$ cat src/rtl/etc_pkg.sv
package etc_pkg;
   // width of an index for v items, never below one bit
   function automatic int idx_w(input int v);
      return (v <= 2) ? 1 : $clog2(v);
   endfunction
endpackage

$ cat src/rtl/etc_lane_sel.sv
module etc_lane_sel #(
   parameter int NCH = 4,
   parameter int DW  = 16,
   parameter int CHW = 2
) (
   input  logic [NCH*DW-1:0] bus_i,
   input  logic [CHW-1:0]    sel_i,
   output logic [DW-1:0]     lane_o
);
   localparam int NSLOT = 1 << CHW;
   logic [DW-1:0] slot [NSLOT];

   generate
      for (genvar i = 0; i < NSLOT; i++) begin : g_slot
         if (i < NCH) begin : g_real
            assign slot[i] = bus_i[i*DW +: DW];
         end else begin : g_pad
            assign slot[i] = '0;
         end
      end
   endgenerate

   assign lane_o = slot[sel_i];
endmodule

$ cat src/rtl/etc_ref_mean.sv
module etc_ref_mean #(
   parameter int DW       = 16,
   parameter int REF_LOG2 = 2
) (
   input  logic              clk,
   input  logic              rst_n,
   input  logic              clr_i,
   input  logic              acc_i,
   input  logic [DW-1:0]     raw_i,
   output logic signed [DW:0] diff_o
);
   localparam int SW = DW + REF_LOG2;
   logic [SW-1:0] sum_q;
   logic [DW-1:0] mean;

   always_ff @(posedge clk or negedge rst_n) begin
      if (!rst_n)     sum_q <= '0;
      else if (clr_i) sum_q <= SW'(raw_i);
      else if (acc_i) sum_q <= sum_q + SW'(raw_i);
   end

   // power-of-two window: the divide is a plain bit slice
   assign mean   = sum_q[SW-1:REF_LOG2];
   assign diff_o = $signed({1'b0, raw_i}) - $signed({1'b0, mean});

   p_acc_excl_r3: assert property (@(posedge clk) disable iff (!rst_n)
      !(clr_i && acc_i));
endmodule

$ cat src/rtl/etc_seq.sv
module etc_seq
   import etc_pkg::*;
#(
   parameter int REF_LOG2 = 2,
   parameter int NSMP     = 16,
   parameter int NPH      = 10,
   parameter int PPW      = 8,
   parameter int CHW      = 2,
   parameter int AW       = 8
) (
   input  logic           clk,
   input  logic           rst_n,
   input  logic           smp_vld,
   input  logic           pix_start,
   input  logic           chan_we,
   input  logic [CHW-1:0] chan_wdata,
   input  logic           arm,
   input  logic [PPW-1:0] arm_ppp,
   output logic [CHW-1:0] chan_o,
   output logic [idx_w(NPH)-1:0] phase_o,
   output logic           busy,
   output logic           done,
   output logic           acc_clr,
   output logic           acc_en,
   output logic           wr_en,
   output logic [AW-1:0]  wr_addr
);
   localparam int REF  = 1 << REF_LOG2;
   localparam int LAST = REF + NSMP - 1;
   localparam int CW   = $clog2(LAST + 1);
   localparam int PW   = idx_w(NPH);

   logic [CW-1:0]  cnt_q;
   logic           in_pix_q, busy_q, done_q;
   logic [PPW-1:0] ppp_q, pix_q;
   logic [PW-1:0]  ph_q;
   logic [CHW-1:0] chan_q;
   logic           take, chan_chg, pix_end, grp_end, ph_end;
   logic [CW-1:0]  k;

   assign take     = busy_q && smp_vld;
   assign chan_chg = chan_we && (chan_wdata != chan_q);
   assign acc_clr  = take && pix_start;
   assign acc_en   = take && !pix_start && in_pix_q && (cnt_q <  CW'(REF));
   assign wr_en    = take && !pix_start && in_pix_q && (cnt_q >= CW'(REF));
   assign pix_end  = wr_en && (cnt_q == CW'(LAST));
   assign grp_end  = (ppp_q == '0) || (pix_q == ppp_q - PPW'(1));
   assign ph_end   = (ph_q == PW'(NPH - 1));
   assign k        = cnt_q - CW'(REF);
   assign wr_addr  = AW'(k) * AW'(NPH) + AW'(ph_q);

   always_ff @(posedge clk or negedge rst_n) begin
      if (!rst_n) begin
         cnt_q <= '0; in_pix_q <= 1'b0; busy_q <= 1'b0; done_q <= 1'b0;
         ppp_q <= '0; pix_q <= '0; ph_q <= '0; chan_q <= '0;
      end else begin
         if (chan_we) chan_q <= chan_wdata;
         if (chan_chg) begin
            busy_q <= 1'b0; done_q <= 1'b0; in_pix_q <= 1'b0;
            ph_q <= '0; pix_q <= '0;
         end else if (arm) begin
            busy_q <= 1'b1; done_q <= 1'b0; in_pix_q <= 1'b0;
            ph_q <= '0; pix_q <= '0; ppp_q <= arm_ppp;
         end else if (take) begin
            if (pix_start) begin
               in_pix_q <= 1'b1;
               cnt_q    <= CW'(1);
            end else if (in_pix_q) begin
               if (pix_end) begin
                  in_pix_q <= 1'b0;
                  if (grp_end) begin
                     pix_q <= '0;
                     if (ph_end) begin
                        ph_q <= '0; busy_q <= 1'b0; done_q <= 1'b1;
                     end else begin
                        ph_q <= ph_q + PW'(1);
                     end
                  end else begin
                     pix_q <= pix_q + PPW'(1);
                  end
               end else begin
                  cnt_q <= cnt_q + CW'(1);
               end
            end
         end
      end
   end

   assign chan_o  = chan_q;
   assign phase_o = ph_q;
   assign busy    = busy_q;
   assign done    = done_q;

   p_phase_range_r5: assert property (@(posedge clk) disable iff (!rst_n)
      ph_q < PW'(NPH));
   p_phase_step_r5: assert property (@(posedge clk) disable iff (!rst_n)
      (busy_q && !arm && !chan_chg) |=>
      (ph_q == $past(ph_q) || ph_q == $past(ph_q) + PW'(1) || ph_q == '0));
   p_done_idle_r6: assert property (@(posedge clk) disable iff (!rst_n)
      done_q |-> !busy_q);
   p_abort_r8: assert property (@(posedge clk) disable iff (!rst_n)
      chan_chg |=> (!busy_q && !done_q));
   p_write_busy_r9: assert property (@(posedge clk) disable iff (!rst_n)
      wr_en |-> (busy_q && smp_vld));
   p_pix_bound_r10: assert property (@(posedge clk) disable iff (!rst_n)
      (busy_q && ppp_q != '0) |-> (pix_q < ppp_q));
endmodule

$ cat src/rtl/etc_buf.sv
module etc_buf #(
   parameter int DEPTH = 160,
   parameter int AW    = 8,
   parameter int WW    = 17
) (
   input  logic          clk,
   input  logic          rst_n,
   input  logic          we,
   input  logic [AW-1:0] waddr,
   input  logic [WW-1:0] wdata,
   input  logic [AW-1:0] raddr,
   output logic [WW-1:0] rdata
);
   logic [WW-1:0] mem [DEPTH];

   always_ff @(posedge clk) begin
      if (we) mem[waddr] <= wdata;
      rdata <= (raddr < AW'(DEPTH)) ? mem[raddr] : '0;
   end

   p_waddr_range_r4: assert property (@(posedge clk) disable iff (!rst_n)
      we |-> (waddr < AW'(DEPTH)));
endmodule

$ cat src/rtl/etc_capture.sv
module etc_capture
   import etc_pkg::*;
#(
   parameter int NCH      = 4,
   parameter int DW       = 16,
   parameter int REF_LOG2 = 2,
   parameter int NSMP     = 16,
   parameter int NPH      = 10,
   parameter int PPW      = 8,
   localparam int CHW     = idx_w(NCH),
   localparam int PW      = idx_w(NPH),
   localparam int DEPTH   = NSMP * NPH,
   localparam int AW      = idx_w(DEPTH)
) (
   input  logic              clk,
   input  logic              rst_n,
   input  logic              smp_vld,
   input  logic [NCH*DW-1:0] smp_bus,
   input  logic              pix_start,
   input  logic              chan_we,
   input  logic [CHW-1:0]    chan_wdata,
   input  logic              arm,
   input  logic [PPW-1:0]    arm_ppp,
   output logic [PW-1:0]     phase_o,
   output logic              busy,
   output logic              done,
   input  logic [AW-1:0]     rd_addr,
   output logic [DW:0]       rd_data
);
   generate
      if (NCH < 1 || DW < 2 || NSMP < 1 || NPH < 2 || PPW < 1 || REF_LOG2 < 0)
         begin : g_bad_cfg
         $error("etc_capture: parameter out of range");
      end
   endgenerate

   logic [CHW-1:0]   chan;
   logic [DW-1:0]    lane;
   logic             acc_clr, acc_en, wr_en;
   logic [AW-1:0]    wr_addr;
   logic signed [DW:0] diff;

   etc_lane_sel #(.NCH(NCH), .DW(DW), .CHW(CHW)) u_sel (
      .bus_i(smp_bus), .sel_i(chan), .lane_o(lane));

   etc_seq #(.REF_LOG2(REF_LOG2), .NSMP(NSMP), .NPH(NPH), .PPW(PPW),
             .CHW(CHW), .AW(AW)) u_seq (
      .clk(clk), .rst_n(rst_n), .smp_vld(smp_vld), .pix_start(pix_start),
      .chan_we(chan_we), .chan_wdata(chan_wdata), .arm(arm), .arm_ppp(arm_ppp),
      .chan_o(chan), .phase_o(phase_o), .busy(busy), .done(done),
      .acc_clr(acc_clr), .acc_en(acc_en), .wr_en(wr_en), .wr_addr(wr_addr));

   etc_ref_mean #(.DW(DW), .REF_LOG2(REF_LOG2)) u_mean (
      .clk(clk), .rst_n(rst_n), .clr_i(acc_clr), .acc_i(acc_en),
      .raw_i(lane), .diff_o(diff));

   etc_buf #(.DEPTH(DEPTH), .AW(AW), .WW(DW + 1)) u_buf (
      .clk(clk), .rst_n(rst_n), .we(wr_en), .waddr(wr_addr), .wdata(diff),
      .raddr(rd_addr), .rdata(rd_data));
endmodule

$ cat config.mk
export PLATFORM = sky130hd
export DESIGN_NAME = etc_capture
export DESIGN_NICKNAME = d
export VERILOG_FILES = /design/src/rtl/etc_pkg.sv /design/src/rtl/etc_lane_sel.sv /design/src/rtl/etc_ref_mean.sv /design/src/rtl/etc_seq.sv /design/src/rtl/etc_buf.sv /design/src/rtl/etc_capture.sv
export SDC_FILE = /design/constraint.sdc
export NUM_CORES = 2
export LEC_CHECK = 0
export CAP_MARGIN = 20
export CELL_PAD_IN_SITES_DETAIL_PLACEMENT = 1
export CELL_PAD_IN_SITES_GLOBAL_PLACEMENT = 1
export CORE_MARGIN = 1
export CORE_UTILIZATION = 47
export CTS_BUF_LIST = sky130_fd_sc_hd__clkbuf_4 sky130_fd_sc_hd__clkbuf_8 sky130_fd_sc_hd__clkbuf_16
export CTS_CLUSTER_DIAMETER = 200
export DETAILED_ROUTE_END_ITERATION = 12
export PLACE_DENSITY = 0.74
export SLEW_MARGIN = 25
export SYNTH_ARGS = -nofsm -noshare
export SYNTH_HDL_FRONTEND = slang
export SYNTH_HIERARCHICAL = 1
export SYNTH_SLANG_ARGS = --single-unit
$ cat constraint.sdc
create_clock -name clk -period 13.9 [get_ports clk]
set_input_delay 1.39 -clock clk [delete_from_list [all_inputs] [get_ports clk]]
set_output_delay 1.39 -clock clk [all_outputs]
set_load 0.005 [all_outputs]
==> results.txt <==
- Weighted congestion at the end of routability-driven global placement: 0.8603
- Detailed-routing iteration count for the pre-antenna-repair pass: 6
- On the worst path, the slowest cell contributes a delay of 0.79 ns.
- Setup crit end kind: register
- Detailed routing placed a total of 34,580 um of wire on met3.
- Detailed placement ended at an HPWL of 187,300 um.
- The tree built by TritonCTS fans out to 2,785 sinks.
- Synthesized area: 110,000 um^2
* Wire length on met2: 156,600 um
* Vias in the first global route: 59,277
* Final slew viol count: 0
* Area used by multi-input combinational logic: 25,730 um^2
- The die is 485.7 um wide.
* Height of the die: 485.7 um
* Kind of critical path: in -> reg
* Final WL: 324,100 um
* CTS root buf: sky130_fd_sc_hd__clkbuf_16
- Number of enable-type register cells in the synthesized netlist: 2,720
- The region available for standard cell placement spans 232,500 um^2.
* Avg Synthesized Cell Area: 21.40 um^2
- Number of I/O pins: 111
* Flip-flop and latch count after synthesis: 2,785
- After clock tree synthesis, the repair step resized 0 gates.
- Most used cells in the layout excluding fill and tap cells: sky130_fd_sc_hd__edfxtp_1, sky130_fd_sc_hd__mux4_2, sky130_fd_sc_hd__clkbuf_16
- Count of nets left with antenna violations after detail routing: 0
* Aggregate global routing overflow: 0
* Total routing resource utilization after global routing: 27.50%
- Top layer reached by signal wires: met5
- Setup repair after global routing missed its margin: no
* Final hold violation count: 0
- Fin crit period: 5.608 ns
* Worst IR drop on VDD: 0.3021 mV
- Dividing the final minimum period by the clock period gives 40.35%.
- Endpoints failing setup: 0
* Yosys Warn Count: 6
* Commonest non-fill, non-tap cell in the layout: sky130_fd_sc_hd__edfxtp_1
- After synthesis, the share of flip-flops with an asynchronous set or reset is 1.724%.
- Data arrival at the endpoint of the critical path: 6.22 ns
* CP most frequent cell: sky130_fd_sc_hd__buf_4
* Count of input and output buffers: 110
* Deepest level of the CTS H-tree: 5
* Sequential share of the synthesized area: 75.67%
- Synthesis instantiated 96 different standard cells from the library.
* TritonCTS buffer count: 294
- The analysis attributes to cell leakage a power of 0.03963 uW.
- Hold WS: 0.5181 ns
* Worst-Margin Slew: 1.183 ns
* Floorplan die area: 235,900 um^2
- Max-cap viol count: 0
- The slowest stage of the critical path belongs to the cell sky130_fd_sc_hd__buf_4.
- The first routing iteration left 8,537 violations.
* Final routed wire length divided by cell count: 36.94 um
- Share of cells above drive strength 1: 29.62%
- Across all layers, the routed design uses 57,437 vias.
* Result of the run: completed
* Setup total negative slack: 0 ns
- Number of core rows: 177
- Clock latency on the worst-skew pair: 0.97 ns
- Relative area change from synthesis to final layout: 14.03%
* Required arrival time at the worst endpoint: 14.52 ns
- Entering global routing, the biggest net connects 161 pins.
- Fmax achieved: 178.3 MHz
* Maximum clock path buffer count: 4
* Footprint of the flip-flops and latches: 83,220 um^2
- Synthesis produced 5,138 cells.
- In this run the worst hold path is classified as reg -> reg.
* Setup crit start kind: input pin
- The initial utilization of the core area, before any placement, comes to 47.29%.
- Setup Fix Bufs, Post-CTS: 0
- Initial antenna violation count: 15
- DR vias/cell: 6.545
- Nets in the synthesized netlist: 5,281
- TritonCTS built the clock tree.
- For this run, the leading register cell type out of synthesis is sky130_fd_sc_hd__edfxtp_1.
* Wire length of the first global-routing pass: 454,400 um
* Maximum fanout along the worst path: 81
- Between clock sinks in the finished design, the worst skew comes to 0.07204 ns.
- The worst pin sits at a relative slew slack of 19.09%.
- Number of nets in the finished design: 5,671
- After filler insertion, the fill cell instance count of the layout stands at 20,101.
* DR DRC count: 0
- Power density over the cells: 187.9 nW/um^2
* Ordered list of cells on the worst path: clkdlybuf4s50_1, mux4_1, ha_1, nor2b_1, o31ai_2, o2bb2ai_1, o221a_2, nand3_1, a31oi_1, xnor2_2, buf_4, buf_4
* Number of buffers inserted for hold repair after clock tree synthesis: 0
* Metal-1 WL: 118,100 um
- After clock tree synthesis, the clock-pin slew on the worst setup and hold paths is 0.06 ns.
==> report_power, final <==
group / internal, uW / leakage, uW / total (uW) / switching (uW)
sequential: 11500 / 0.0252 / 11500 / 53.7
combinational: 755 / 0.00980 / 4330 / 3580
clock: 4490 / 0.00463 / 7700 / 3210
total: 16700 / 0.0396 / 23600 / 6840
==> worst paths after layout <==
check | from | endpoint | slack, ns | cells past startpoint
setup / recovery | smp_bus[17] | u_buf/mem[58][15]$_DFFE_PP_ | 8.29 | 12
hold / removal | u_seq/done$_DFFE_PN0P_ | u_seq/done$_DFFE_PN0P_ | 0.52 | 2
setup reg to reg | u_seq/chan_o[1]$_DFFE_PN0P_ | u_buf/mem[58][15]$_DFFE_PP_ | 8.35 | 11
hold reg to reg | u_seq/done$_DFFE_PN0P_ | u_seq/done$_DFFE_PN0P_ | 0.52 | 2
max in group asynchronous | rst_n | u_mean/sum_q[8]$_DFFE_PN0P_ | 12.86 | 2
min in group asynchronous | rst_n | u_seq/ppp_q[7]$_DFFE_PN0P_ | 0.57 | 2
==> per-stage QoR <==
stage               cells  area (um^2)  total power, uW  util, %  setup slack, ns
floorplan            5138       110000            14310        -            3.265
global placement     8268       115900            15590    49.85            7.168
detailed placement   8271       116000            15910    49.88            7.418
CTS                  8769       125300            23510    53.88            8.381
global route         8774       125400            24060    53.93            8.043
finish               8776       125400            23570    53.93            8.292
==> sequential cells by signal, summed over array words and instances, names as in the netlist <==
| register | cells |
|---|---|
| u_buf/rdata | 17 |
| u_seq/phase_o | 4 |
| u_seq/chan_o | 2 |
| u_seq/pix_q | 8 |
| u_seq/ppp_q | 8 |
| u_seq/in_pix_q | 1 |
| u_seq/cnt_q | 5 |
| u_buf/mem | 2720 |
| u_seq/busy | 1 |
| u_mean/sum_q | 18 |
| u_seq/done | 1 |
==> per-layer routing <==
layer  track usage (%)  up-vias
met1             36.74    30722
met2             44.31     3749
met3             5.505      711
met5                 0        -
met4             11.47        8
li1                  -    22247
==> critical path: cells and delay by family <==
family / cells / cell delay [ns]
muxes: 1 / 0.66
adders and majority gates: 1 / 0.35
AOI/OAI and AO/OA: 4 / 1.25
xor gates and xnor gates: 1 / 0.15
buffers and inverters: 3 / 1.95
and+or+nand+nor: 2 / 0.26
==> cells by family after synthesis <==
family	after synthesis	share of synthesized area [%]
compound gates	386	2.412
fa+ha+maj	55	0.6531
flops	2785	75.67
simple gates	650	2.615
xor+xnor	51	0.4062
buf+inv	317	1.566
mux	894	16.67
==> cells in the mapped netlist, drive strengths merged (36+ instances only) <==
library cell	number	area share [%]
edfxtp	2720	74
a21oi	72	0.33
ha	51	0.58
o21ai	79	0.37
nor2	263	0.90
xnor2	36	0.29
mux2i	110	1.0
clkbuf	100	0.34
mux2	40	0.42
nand3	61	0.28
dfrtp	48	1.1
nand2	185	0.63
inv	50	0.17
buf	166	1.1
a22oi	47	0.32
mux4	744	15
==> layout make-up <==
type                    instances  area share [%]
repair buffers                360           2.508
multi-input cells            2036           20.52
inverters                      51          0.1646
well taps                    3043           3.036
clock inverters               135           1.006
flip-flops and latches       2785           66.36
diodes                          3        0.005986
clock buffers                 363           6.403
No activity file was read; power rests on OpenSTA's default activity.
